[src/rtl/xhc_pkg.sv]
package xhc_pkg;

  typedef enum logic [2:0] {
    ST_IDLE  = 3'd0,
    ST_RECV  = 3'd1,
    ST_EXEC  = 3'd2,
    ST_SEND  = 3'd3,
    ST_COMPL = 3'd4
  } xhc_state_e;

  localparam int STB_REQ = 0;
  localparam int STB_IO  = 1;
  localparam int STB_CD  = 2;
  localparam int STB_BSY = 3;
  localparam int STB_IRQ = 5;
  localparam int STB_ACC = 7;

  localparam logic [7:0] STATUS_SELECT = 8'h0D;
  localparam logic [7:0] SENSE_BAD_CMD = 8'h20;
  localparam int         CMD_BLOCK_LEN = 6;

  // Clamp a requested phase length into 1..depth.
  function automatic int fit_len(input int req, input int depth);
    if (req < 1) return 1;
    if (req > depth) return depth;
    return req;
  endfunction

  // True when the byte at position pos closes a phase of total bytes.
  function automatic logic at_last(input int pos, input int total);
    return (pos + 1) == total;
  endfunction

  // Completion byte: drive flag on bit 5, failure flag on bit 1.
  function automatic logic [7:0] comp_byte(input logic drv, input logic err);
    return {2'b00, drv, 3'b000, err, 1'b0};
  endfunction

  // Status after completion, interrupt bit only when enabled.
  function automatic logic [7:0] done_status(input logic irq_en);
    return 8'h0F | (irq_en ? 8'h20 : 8'h00);
  endfunction

  // Host view of status: the accepted-block flag never shows.
  function automatic logic [7:0] status_view(input logic [7:0] s);
    return {1'b0, s[6:0]};
  endfunction

endpackage

[src/rtl/xhc_buffer.sv]
module xhc_buffer #(
  parameter int DEPTH = 16,
  parameter int AW    = 4
) (
  input  logic          clk,
  input  logic          h_we,
  input  logic [AW-1:0] h_addr,
  input  logic [7:0]    h_wdata,
  output logic [7:0]    h_rdata,
  input  logic          x_we,
  input  logic [AW-1:0] x_addr,
  input  logic [7:0]    x_wdata,
  output logic [7:0]    x_rdata
);

  logic [7:0] mem [DEPTH];

  // Host stores win over executor stores in the same cycle.
  always_ff @(posedge clk) begin
    if (h_we)      mem[h_addr] <= h_wdata;
    else if (x_we) mem[x_addr] <= x_wdata;
  end

  assign h_rdata = mem[h_addr];
  assign x_rdata = mem[x_addr];

endmodule

[src/rtl/xhc_seq.sv]
module xhc_seq
  import xhc_pkg::*;
#(
  parameter int BUF_DEPTH = 16,
  parameter int AW        = 4,
  parameter int LEN_W     = 5
) (
  input  logic             clk,
  input  logic             rst_n,
  input  logic [1:0]       host_addr,
  input  logic             host_wr,
  input  logic             host_rd,
  input  logic [7:0]       host_wdata,
  input  logic [LEN_W-1:0] ex_len,
  input  logic             ex_rx_go,
  input  logic             ex_tx_go,
  input  logic             ex_done,
  input  logic             ex_err,
  input  logic [7:0]       ex_sense,
  output xhc_state_e       state_q,
  output logic [7:0]       status_q,
  output logic [7:0]       comp_q,
  output logic [7:0]       sense_q,
  output logic             dma_en_q,
  output logic             drive_q,
  output logic [AW-1:0]    buf_addr,
  output logic             store_ok,
  output logic             reject_now,
  output logic             cmd_ready_q,
  output logic             rx_done_q,
  output logic             tx_done_q,
  output logic             complete_q
);

  logic [LEN_W-1:0] idx_q;
  logic [LEN_W-1:0] len_q;
  logic             irq_en_q;
  logic             comp_err_q;
  logic             data_wr;
  logic             data_rd;
  logic             idx_last;
  logic [LEN_W-1:0] ex_len_fit;

  assign data_wr    = host_wr && (host_addr == 2'd0);
  assign data_rd    = host_rd && (host_addr == 2'd0);
  assign store_ok   = data_wr && (state_q == ST_RECV) && status_q[STB_REQ] && (idx_q < len_q);
  assign reject_now = data_wr && !store_ok;
  assign idx_last   = at_last(int'(idx_q), int'(len_q));
  assign ex_len_fit = LEN_W'(fit_len(int'(ex_len), BUF_DEPTH));
  assign buf_addr   = idx_q[AW-1:0];

  always_ff @(posedge clk or negedge rst_n) begin
    if (!rst_n) begin
      state_q     <= ST_IDLE;
      status_q    <= 8'h00;
      comp_q      <= 8'h00;
      sense_q     <= 8'h00;
      dma_en_q    <= 1'b0;
      irq_en_q    <= 1'b0;
      drive_q     <= 1'b0;
      idx_q       <= '0;
      len_q       <= '0;
      comp_err_q  <= 1'b0;
      cmd_ready_q <= 1'b0;
      rx_done_q   <= 1'b0;
      tx_done_q   <= 1'b0;
      complete_q  <= 1'b0;
    end else begin
      cmd_ready_q <= 1'b0;
      rx_done_q   <= 1'b0;
      tx_done_q   <= 1'b0;
      complete_q  <= 1'b0;

      if (host_wr && host_addr == 2'd3) begin
        dma_en_q <= host_wdata[0];
        irq_en_q <= host_wdata[1];
      end

      if (host_wr && host_addr == 2'd1) begin
        sense_q  <= 8'h00;
        status_q <= 8'h00;
        state_q  <= ST_IDLE;
      end else if (host_wr && host_addr == 2'd2) begin
        idx_q      <= '0;
        len_q      <= LEN_W'(CMD_BLOCK_LEN);
        state_q    <= ST_RECV;
        status_q   <= STATUS_SELECT;
        comp_err_q <= 1'b0;
      end else begin
        // Executor side: only heard while waiting on it.
        if (state_q == ST_EXEC) begin
          if (ex_done) begin
            comp_q     <= comp_byte(drive_q, ex_err | comp_err_q);
            if (ex_err) sense_q <= ex_sense;
            status_q   <= done_status(irq_en_q);
            state_q    <= ST_COMPL;
            complete_q <= 1'b1;
          end else if (ex_rx_go) begin
            idx_q    <= '0;
            len_q    <= ex_len_fit;
            status_q <= 8'h00;
            status_q[STB_BSY] <= 1'b1;
            status_q[STB_ACC] <= 1'b1;
            status_q[STB_REQ] <= 1'b1;
            state_q  <= ST_RECV;
          end else if (ex_tx_go) begin
            idx_q    <= '0;
            len_q    <= ex_len_fit;
            status_q <= 8'h00;
            status_q[STB_BSY] <= 1'b1;
            status_q[STB_ACC] <= 1'b1;
            status_q[STB_IO]  <= 1'b1;
            status_q[STB_REQ] <= 1'b1;
            state_q  <= ST_SEND;
          end
        end

        // Host data writes.
        if (store_ok) begin
          idx_q <= idx_q + LEN_W'(1);
          if (!status_q[STB_ACC] && idx_q == LEN_W'(1)) drive_q <= host_wdata[5];
          if (idx_last) begin
            status_q[STB_REQ] <= 1'b0;
            status_q[STB_CD]  <= 1'b0;
            state_q           <= ST_EXEC;
            if (status_q[STB_ACC]) begin
              rx_done_q <= 1'b1;
            end else begin
              status_q[STB_ACC] <= 1'b1;
              cmd_ready_q       <= 1'b1;
            end
          end
        end
        if (reject_now) begin
          comp_err_q <= 1'b1;
          sense_q    <= SENSE_BAD_CMD;
        end

        // Host data reads.
        if (data_rd) begin
          if (state_q == ST_SEND) begin
            idx_q <= idx_q + LEN_W'(1);
            if (idx_last) begin
              status_q[STB_REQ] <= 1'b0;
              tx_done_q         <= 1'b1;
              state_q           <= ST_EXEC;
            end
          end else if (state_q == ST_COMPL) begin
            status_q <= 8'h00;
            state_q  <= ST_IDLE;
          end
          status_q[STB_IRQ] <= 1'b0;
        end
      end
    end
  end

endmodule

[src/rtl/xhc_rdmux.sv]
module xhc_rdmux
  import xhc_pkg::*;
(
  input  logic [1:0] host_addr,
  input  xhc_state_e state_q,
  input  logic [7:0] status_q,
  input  logic [7:0] comp_q,
  input  logic [7:0] buf_byte,
  output logic [7:0] host_rdata
);

  always_comb begin
    host_rdata = 8'hFF;
    unique case (host_addr)
      2'd0: begin
        if (state_q == ST_SEND)       host_rdata = buf_byte;
        else if (state_q == ST_COMPL) host_rdata = comp_q;
      end
      2'd1:    host_rdata = status_view(status_q);
      default: host_rdata = 8'hFF;
    endcase
  end

endmodule

[src/rtl/xt_disk_host_if.sv]
module xt_disk_host_if
  import xhc_pkg::*;
#(
  parameter  int BUF_DEPTH = 16,
  localparam int AW        = $clog2(BUF_DEPTH),
  localparam int LEN_W     = $clog2(BUF_DEPTH + 1)
) (
  input  logic             clk,
  input  logic             rst_n,
  input  logic [1:0]       host_addr,
  input  logic             host_wr,
  input  logic             host_rd,
  input  logic [7:0]       host_wdata,
  output logic [7:0]       host_rdata,
  output logic             irq,
  output logic             dma_en,
  output logic             cmd_ready,
  output logic             drive_sel,
  output logic             rx_done,
  output logic             tx_done,
  output logic [7:0]       sense_code,
  input  logic [LEN_W-1:0] ex_len,
  input  logic             ex_rx_go,
  input  logic             ex_tx_go,
  input  logic             ex_done,
  input  logic             ex_err,
  input  logic [7:0]       ex_sense,
  input  logic             ex_buf_we,
  input  logic [AW-1:0]    ex_buf_addr,
  input  logic [7:0]       ex_buf_wdata,
  output logic [7:0]       ex_buf_rdata
);

  xhc_state_e    state_q;
  logic [7:0]    status_q;
  logic [7:0]    comp_q;
  logic [AW-1:0] buf_addr;
  logic [7:0]    buf_byte;
  logic          store_ok;
  logic          reject_now;
  logic          complete_q;

  xhc_seq #(.BUF_DEPTH(BUF_DEPTH), .AW(AW), .LEN_W(LEN_W)) u_seq (
    .clk        (clk),
    .rst_n      (rst_n),
    .host_addr  (host_addr),
    .host_wr    (host_wr),
    .host_rd    (host_rd),
    .host_wdata (host_wdata),
    .ex_len     (ex_len),
    .ex_rx_go   (ex_rx_go),
    .ex_tx_go   (ex_tx_go),
    .ex_done    (ex_done),
    .ex_err     (ex_err),
    .ex_sense   (ex_sense),
    .state_q    (state_q),
    .status_q   (status_q),
    .comp_q     (comp_q),
    .sense_q    (sense_code),
    .dma_en_q   (dma_en),
    .drive_q    (drive_sel),
    .buf_addr   (buf_addr),
    .store_ok   (store_ok),
    .reject_now (reject_now),
    .cmd_ready_q(cmd_ready),
    .rx_done_q  (rx_done),
    .tx_done_q  (tx_done),
    .complete_q (complete_q)
  );

  xhc_buffer #(.DEPTH(BUF_DEPTH), .AW(AW)) u_buf (
    .clk    (clk),
    .h_we   (store_ok),
    .h_addr (buf_addr),
    .h_wdata(host_wdata),
    .h_rdata(buf_byte),
    .x_we   (ex_buf_we),
    .x_addr (ex_buf_addr),
    .x_wdata(ex_buf_wdata),
    .x_rdata(ex_buf_rdata)
  );

  xhc_rdmux u_rdmux (
    .host_addr (host_addr),
    .state_q   (state_q),
    .status_q  (status_q),
    .comp_q    (comp_q),
    .buf_byte  (buf_byte),
    .host_rdata(host_rdata)
  );

  assign irq = status_q[STB_IRQ];

endmodule

[config.mk]
export PLATFORM = sky130hd
export DESIGN_NAME = xt_disk_host_if
export DESIGN_NICKNAME = d
export VERILOG_FILES = /design/src/rtl/xhc_pkg.sv /design/src/rtl/xhc_buffer.sv /design/src/rtl/xhc_seq.sv /design/src/rtl/xhc_rdmux.sv /design/src/rtl/xt_disk_host_if.sv
export SDC_FILE = /design/constraint.sdc
export NUM_CORES = 1
export LEC_CHECK = 0
export BUFFER_PORTS_ARGS = -buffer_cell sky130_fd_sc_hd__buf_4
export CORE_MARGIN = 3
export CORE_UTILIZATION = 65
export CTS_CLUSTER_SIZE = 10
export DETAILED_ROUTE_END_ITERATION = 10
export GPL_ROUTABILITY_DRIVEN = 0
export GPL_TIMING_DRIVEN = 0
export PLACE_DENSITY = 0.9
export SETUP_SLACK_MARGIN = 0.02
export SYNTH_ARGS = -nofsm -noshare
export SYNTH_HDL_FRONTEND = slang
export SYNTH_HIERARCHICAL = 1
export SYNTH_SLANG_ARGS = --single-unit
[constraint.sdc]
create_clock -name clk -period 5.66 [get_ports clk]
set_clock_uncertainty 0.05 [all_clocks]
set_input_delay 0.283 -clock clk [delete_from_list [all_inputs] [get_ports clk]]
set_output_delay 0.283 -clock clk [all_outputs]
set_load 0.01 [all_outputs]
==> flow_summary_export.csv, run 1 <==
group,metric,value,unit
clock_tree,cts_num_sinks,166,
min_path,hp-start,"ex_sense[1]",
timing,slew_violations,0,
run,max_cap_violations,0,
timing,fin_tns_setup,0,ns
min_path,holdPathEnd,"u_seq/sense_q[1]",
critical_path,crit_path_start_kind,"flop",
route,vias,6067,
floorplan,die_area,14400,µm²
critical_path,path_buf_inv,4,
cells_and_area,layout_commonest_cell,"edfxtp_1",
route,drc,0,
critical_path,cp_top_family,"simple AND/OR/NAND/NOR gates",
power_and_ir_drop,intPower,2140,µW
clock_tree,insertion_delay,0.43,ns
global_route,grt_pass1_vias,5916,
timing,finalCriticalPeriod,4.04,ns
logic_synthesis,yosys_warnings,6,
critical_path,path_cells,"inv_1, ha_1, nand3b_1, a21oi_1, or3_4, inv_2, clkbuf_1, nor2b_1, clkbuf_1, a21oi_1, nor2_1",
route,first_iter_violations,1090,
cells_and_area,final_cell_mix,"edfxtp_1 (128), buf_4 (84), mux4_2 (59), nand2_1 (51), nor2_1 (39)",
logic_synthesis,syn-cell-area,8460,µm²
critical_path,crit_fanout,10,
timing,slew_headroom,0.334,
critical_path,crit_path_max_incr_delay,0.83,ns
min_path,hold_class,"in -> reg",
clock_tree,clockBufferDepth,2,
timing,fmax,0.248,GHz
timing,finalSetupViolCount,0,
cells_and_area,finalNetCount,740,
timing,rsz0062_at_grt,"false",
power_and_ir_drop,p_switching,712,µW
critical_path,critPathArrivalTime,4.04,ns
floorplan,start_util,0.668,
route,drt-pass1-iter-count,5,
floorplan,ios,74,
place,numPortBuffers,71,
route,wirelength,22100,µm
cells_and_area,drive_gt1_frac,0.295,
critical_path,endpoint_kind,"flop",
timing,period_share,0.713,
min_path,hold-path-cell-count,2,
critical_path,required,5.66,ns
critical_path,r2r_end,"u_buf/mem[1][2]",
power_and_ir_drop,clkPwrFrac,0.381,
cells_and_area,fin_cells,873,
route,antenna_left,0,
critical_path,reg2reg_from,"u_seq/idx_q[0]",
global_route,grt_pass1_wl,33900,µm
power_and_ir_drop,power_frac_seq,0.484,
floorplan,fp-row-count,41,
clock_tree,htree_num_levels,4,
floorplan,fp.dieH,120,µm
critical_path,rrSetupSlack,1.62,ns
global_route,track_usage,0.323,
clock_tree,clk_pin_slew,0.06,ns
cells_and_area,diodes,0,
critical_path,cp_slowest_cell,"nor2_1",
place,dp_cells,841,
logic_synthesis,syn_area_per_cell,14.3,µm²
timing,hold_viol,0,
power_and_ir_drop,pwr_density_cell,291,nW/µm²
route,post_drt_wl_per_cell,25.3,µm
power_and_ir_drop,p_leak,0.00370,µW
logic_synthesis,netlist_instances,593,
global_route,grt_start_max_net_pins,39,
power_and_ir_drop,netSwitchingFraction,0.250,
power_and_ir_drop,power_frac_comb,0.135,
timing,timing.hold.ws,0.0303,ns
place,dp_hpwl,14800,µm
global_route,gr-total-overflow,0,
clock_tree,clockRootBuffer,"clkbuf_16",
floorplan,core-area,12700,µm²
timing,max_slew.worst_pin.slew,0.995,ns
clock_tree,numCtsBuffers,17,
cells_and_area,syn_to_final_growth,15.7,%
global_route,grt_antenna_before_repair,0,
critical_path,critPathKind,"reg -> reg",
route,via_per_inst,6.95,
critical_path,reg2regPathDepth,11,
outcome,outcome,"finished clean",
power_and_ir_drop,vdd_drop_max,280,µV
floorplan,die_w,120,µm
clock_tree,cts_tree,"yes",
==> per-stage QoR <==
stage | power (µW) | area (µm²) | worst slack [ns] | util
2_1_floorplan | 1640 | 8480 | 2.61 | -
3_3_place_gp | 1760 | 9230 | 1.89 | 0.728
3_5_place_dp | 1780 | 9230 | 1.79 | 0.728
4_1_cts | 2860 | 9790 | 1.77 | 0.773
5_1_grt | 2940 | 9790 | 1.42 | 0.773
6_report | 2850 | 9790 | 1.62 | 0.773
==> worst reg2reg max path: cells and delay by family, from the launching register on <==
kind	cells	cell delay, ns
adders and majority gates	1	0.22
and+or+nand+nor	4	1.56
DFF	1	0.46
AOI/OAI and AO/OA	2	0.55
buffers and inverters	4	0.82
==> cell type report <==
class                           instances  area [µm²]
Fill cell                             744        2880
Buffer                                 38         215
Clock buffer                           18         429
Clock inverter                         13         124
Timing Repair Buffer                   72         543
Multi-Input combinational cell        378        3410
Tap cell                              172         215
Inverter                               16        60.1
Sequential cell                       166        4790
==> power groups by stage <==
stage	registers (µW)	logic, µW	clock network (µW)
2_1_floorplan	1400	241	0
3_3_place_gp	1400	361	0
3_5_place_dp	1400	376	0
4_1_cts	1380	379	1100
5_1_grt	1380	408	1150
6_report	1380	384	1090
==> metal layers <==
layer	up-vias	track usage	share of wire
li1	2516	-	-
met1	2945	0.428	0.35
met2	518	0.512	0.48
met3	88	0.0910	0.14
met4	0	0.127	0.040
met5	-	0	0
==> registers in the layout (all words and copies together), names as in the netlist, 2 cells and up <==
name and cells:
u_seq/state_q 3, u_buf/mem 128, u_seq/comp_q 2, u_seq/idx_q 5, u_seq/len_q 5, u_seq/status_q 8, u_seq/sense_q 8
==> worst max path at each step <==
stage                        to  depth (start not counted)      startpoint  slack (ns)
3_3_place_gp    u_buf/mem[0][4]                         10  u_seq/idx_q[4]        1.89
4_1_cts        u_buf/mem[10][5]                         11  u_seq/idx_q[0]        1.77
3_5_place_dp    u_buf/mem[8][4]                         10  u_seq/idx_q[4]        1.79
5_1_grt        u_buf/mem[10][5]                         11  u_seq/idx_q[0]        1.42
6_report        u_buf/mem[1][2]                         11  u_seq/idx_q[0]        1.62
2_1_floorplan   u_buf/mem[0][0]                         10  u_seq/idx_q[4]        2.61
==> what timing repair did <==
item | CTS | global route
hold buffers | 1 | 0
resized for setup | 0 | 0
buffers inserted | 0 | 0
endpoints found under the hold margin | 38 | 0
Power figures use the tool's default switching activity.
==> inputs of run 2 (changes only) <==
- CORE_UTILIZATION: 65 -> 54
- PLACE_DENSITY: 0.9 -> 0.8
- clock period: 5.66 -> 3.4 ns (I/O delays scaled with it)
==> run 2 against run 1 <==
Against the previous run: via count decreased by 0.48%; setup slack worse by 1.5 ns; cell area is 5.3% higher; core utilization down 9.7 points; critical path type is now reg -> out; largest cell class unchanged.
==> flow_summary_export.csv, run 2 (synthesis gave the netlist of run 1 again) <==
group,metric,value,unit
cells_and_area,regMostFlops,"u_buf/mem",
power_and_ir_drop,p_leak,0.00386,µW
clock_tree,insertion_delay,0.43,ns
floorplan,fp.dieH,131,µm
floorplan,fp-row-count,45,
cells_and_area,fillCellCount,1006,
cells_and_area,finalNetCount,760,
timing,hold_viol,0,
global_route,gr-total-overflow,0,
cells_and_area,layout_commonest_cell,"edfxtp_1",
critical_path,crit_fanout,10,
timing,slew_headroom,0.424,
route,post_drt_wl_per_cell,24.2,µm
global_route,grt_pass1_wl,34600,µm
floorplan,ios,74,
timing,fmax,0.303,GHz
critical_path,cp_slowest_cell,"clkbuf_1",
global_route,grt_start_max_net_pins,39,
power_and_ir_drop,vdd_drop_max,441,µV
clock_tree,cts_tree,"yes",
clock_tree,htree_num_levels,4,
clock_tree,numCtsBuffers,17,
clock_tree,clockRootBuffer,"clkbuf_16",
floorplan,start_util,0.555,
critical_path,critPathArrivalTime,3.08,ns
critical_path,crit_path_start_kind,"flop",
timing,rsz0062_at_grt,"false",
cells_and_area,final_cell_mix,"edfxtp_1 (128), buf_4 (84), mux4_2 (59), nand2_1 (51), dfrtp_1 (38)",
clock_tree,clockBufferDepth,2,
critical_path,path_cells,"buf_4, clkbuf_1, clkbuf_1, nand2_1, and3_1, a21oi_1, nor2_1, o31ai_1, buf_4",
run,max_cap_violations,0,
cells_and_area,syn_to_final_growth,21.9,%
floorplan,die_area,17200,µm²
route,antenna_left,0,
place,placed_cell_area,9280,µm²
floorplan,core-area,15300,µm²
timing,finalSetupViolCount,0,
power_and_ir_drop,pwr_density_cell,479,nW/µm²
outcome,outcome,"finished clean",
cells_and_area,largest_register_ffs,128,
route,vias,6038,
timing,slew_violations,0,
cells_and_area,design_area,10300,µm²
route,wirelength,22600,µm
timing,max_slew.worst_pin.slew,0.860,ns
critical_path,required,3.18,ns
route,first_iter_violations,825,
critical_path,critPathKind,"reg -> out",
cells_and_area,drive_gt1_frac,0.334,
critical_path,endpoint_kind,"output pin",
cells_and_area,layout.area.seq,4790,µm²
cells_and_area,multi_input_area,3580,µm²
route,via_per_inst,6.47,
cells_and_area,reg.largest.list,"u_buf/mem (128), u_seq/sense_q (8), u_seq/status_q (8)",
place,dp_hpwl,15100,µm
min_path,hold_class,"in -> reg",
power_and_ir_drop,totalPowerFinal,4940,µW
global_route,grt_pass1_vias,6100,
global_route,grt_antenna_before_repair,0,
place,numPortBuffers,71,
floorplan,die_w,131,µm
critical_path,crit_path_max_incr_delay,0.52,ns
timing,finalCriticalPeriod,3.30,ns
clock_tree,cts_num_sinks,166,
timing,period_share,0.971,
global_route,track_usage,0.265,
route,drc,0,
cells_and_area,diodes,0,
clock_tree,clk_pin_slew,0.07,ns
route,drt-pass1-iter-count,5,
## run 2: changes by cell type in the layout (fill, tap and decap cells not counted), moves of 5 or more
cell	change
buf_12	+5
nor2_4	+15
nor2_1	-16
clkbuf_1	-5
dlygate4sd3_1	+16
## run 2: worst paths after layout
kind | slack, ns | cells past startpoint | start | endpoint
worst max register to register | 0.19 | 9 | u_seq/idx_q[4] | u_buf/mem[0][0]
worst min-delay path | 0.01 | 3 | ex_sense[5] | u_seq/sense_q[5]
worst max-delay path | 0.1 | 9 | u_seq/idx_q[2] | host_rdata[2]
max in group asynchronous | 2.77 | 2 | rst_n | u_seq/comp_q[1]
min in group asynchronous | 0.19 | 2 | rst_n | u_seq/len_q[3]
worst min register to register | 0.44 | 1 | u_seq/comp_err_q | u_seq/comp_err_q
## run 2: final cells by class
cell class | count | area share
flip-flops and latches | 166 | 0.465
inverters | 16 | 0.00582
repair buffers | 93 | 0.0779
plain buffers | 37 | 0.0209
multi-input cells | 378 | 0.348
well taps | 211 | 0.0256
clock buffers | 17 | 0.0412
clock inverters | 15 | 0.0161
## run 2: worst max-delay path, delay by kind of cell (launching register included)
| kind | cells | cell delay, ns |
|---|---|---|
| buffers and inverters | 4 | 1.14 |
| AOI/OAI and AO/OA | 2 | 0.65 |
| and+or+nand+nor | 3 | 0.44 |
| DFF | 1 | 0.41 |
## run 2: per-stage QoR
stage	setup WS, ns	hold WS, ns	cells	TNS (ns)	util
3_5_place_dp	-0.617	0.114	880	-51.42	0.608
2_1_floorplan	0.352	-0.176	598	0	-
5_1_grt	0.0739	0.0221	933	0	0.676
3_3_place_gp	-0.440	0.110	880	-30.90	0.608
4_1_cts	-0.164	0.00446	929	-3.88	0.666
6_report	0.0981	0.0123	933	0	0.676
## run 2: repair_timing
action,CTS,global route
endpoints found under the setup margin,224,257
gates resized for setup,31,15
hold buffers,17,0
buffers inserted,0,5
pin swaps,0,7
hold endpoints to repair,54,0
## run 2: power breakdown
part           switching (µW)  internal (µW)  total, µW
clock network             853           1100       1960
logic                     374            312        686
registers                33.9           2260       2300
total                    1260           3680       4940
## run 2: metal layers
layer,global-route usage,up-vias,share of wire
li1,-,2544,-
met1,0.352,2994,0.38
met5,0,-,0
met2,0.425,439,0.48
met4,0.0939,0,0.030
met3,0.0743,61,0.11
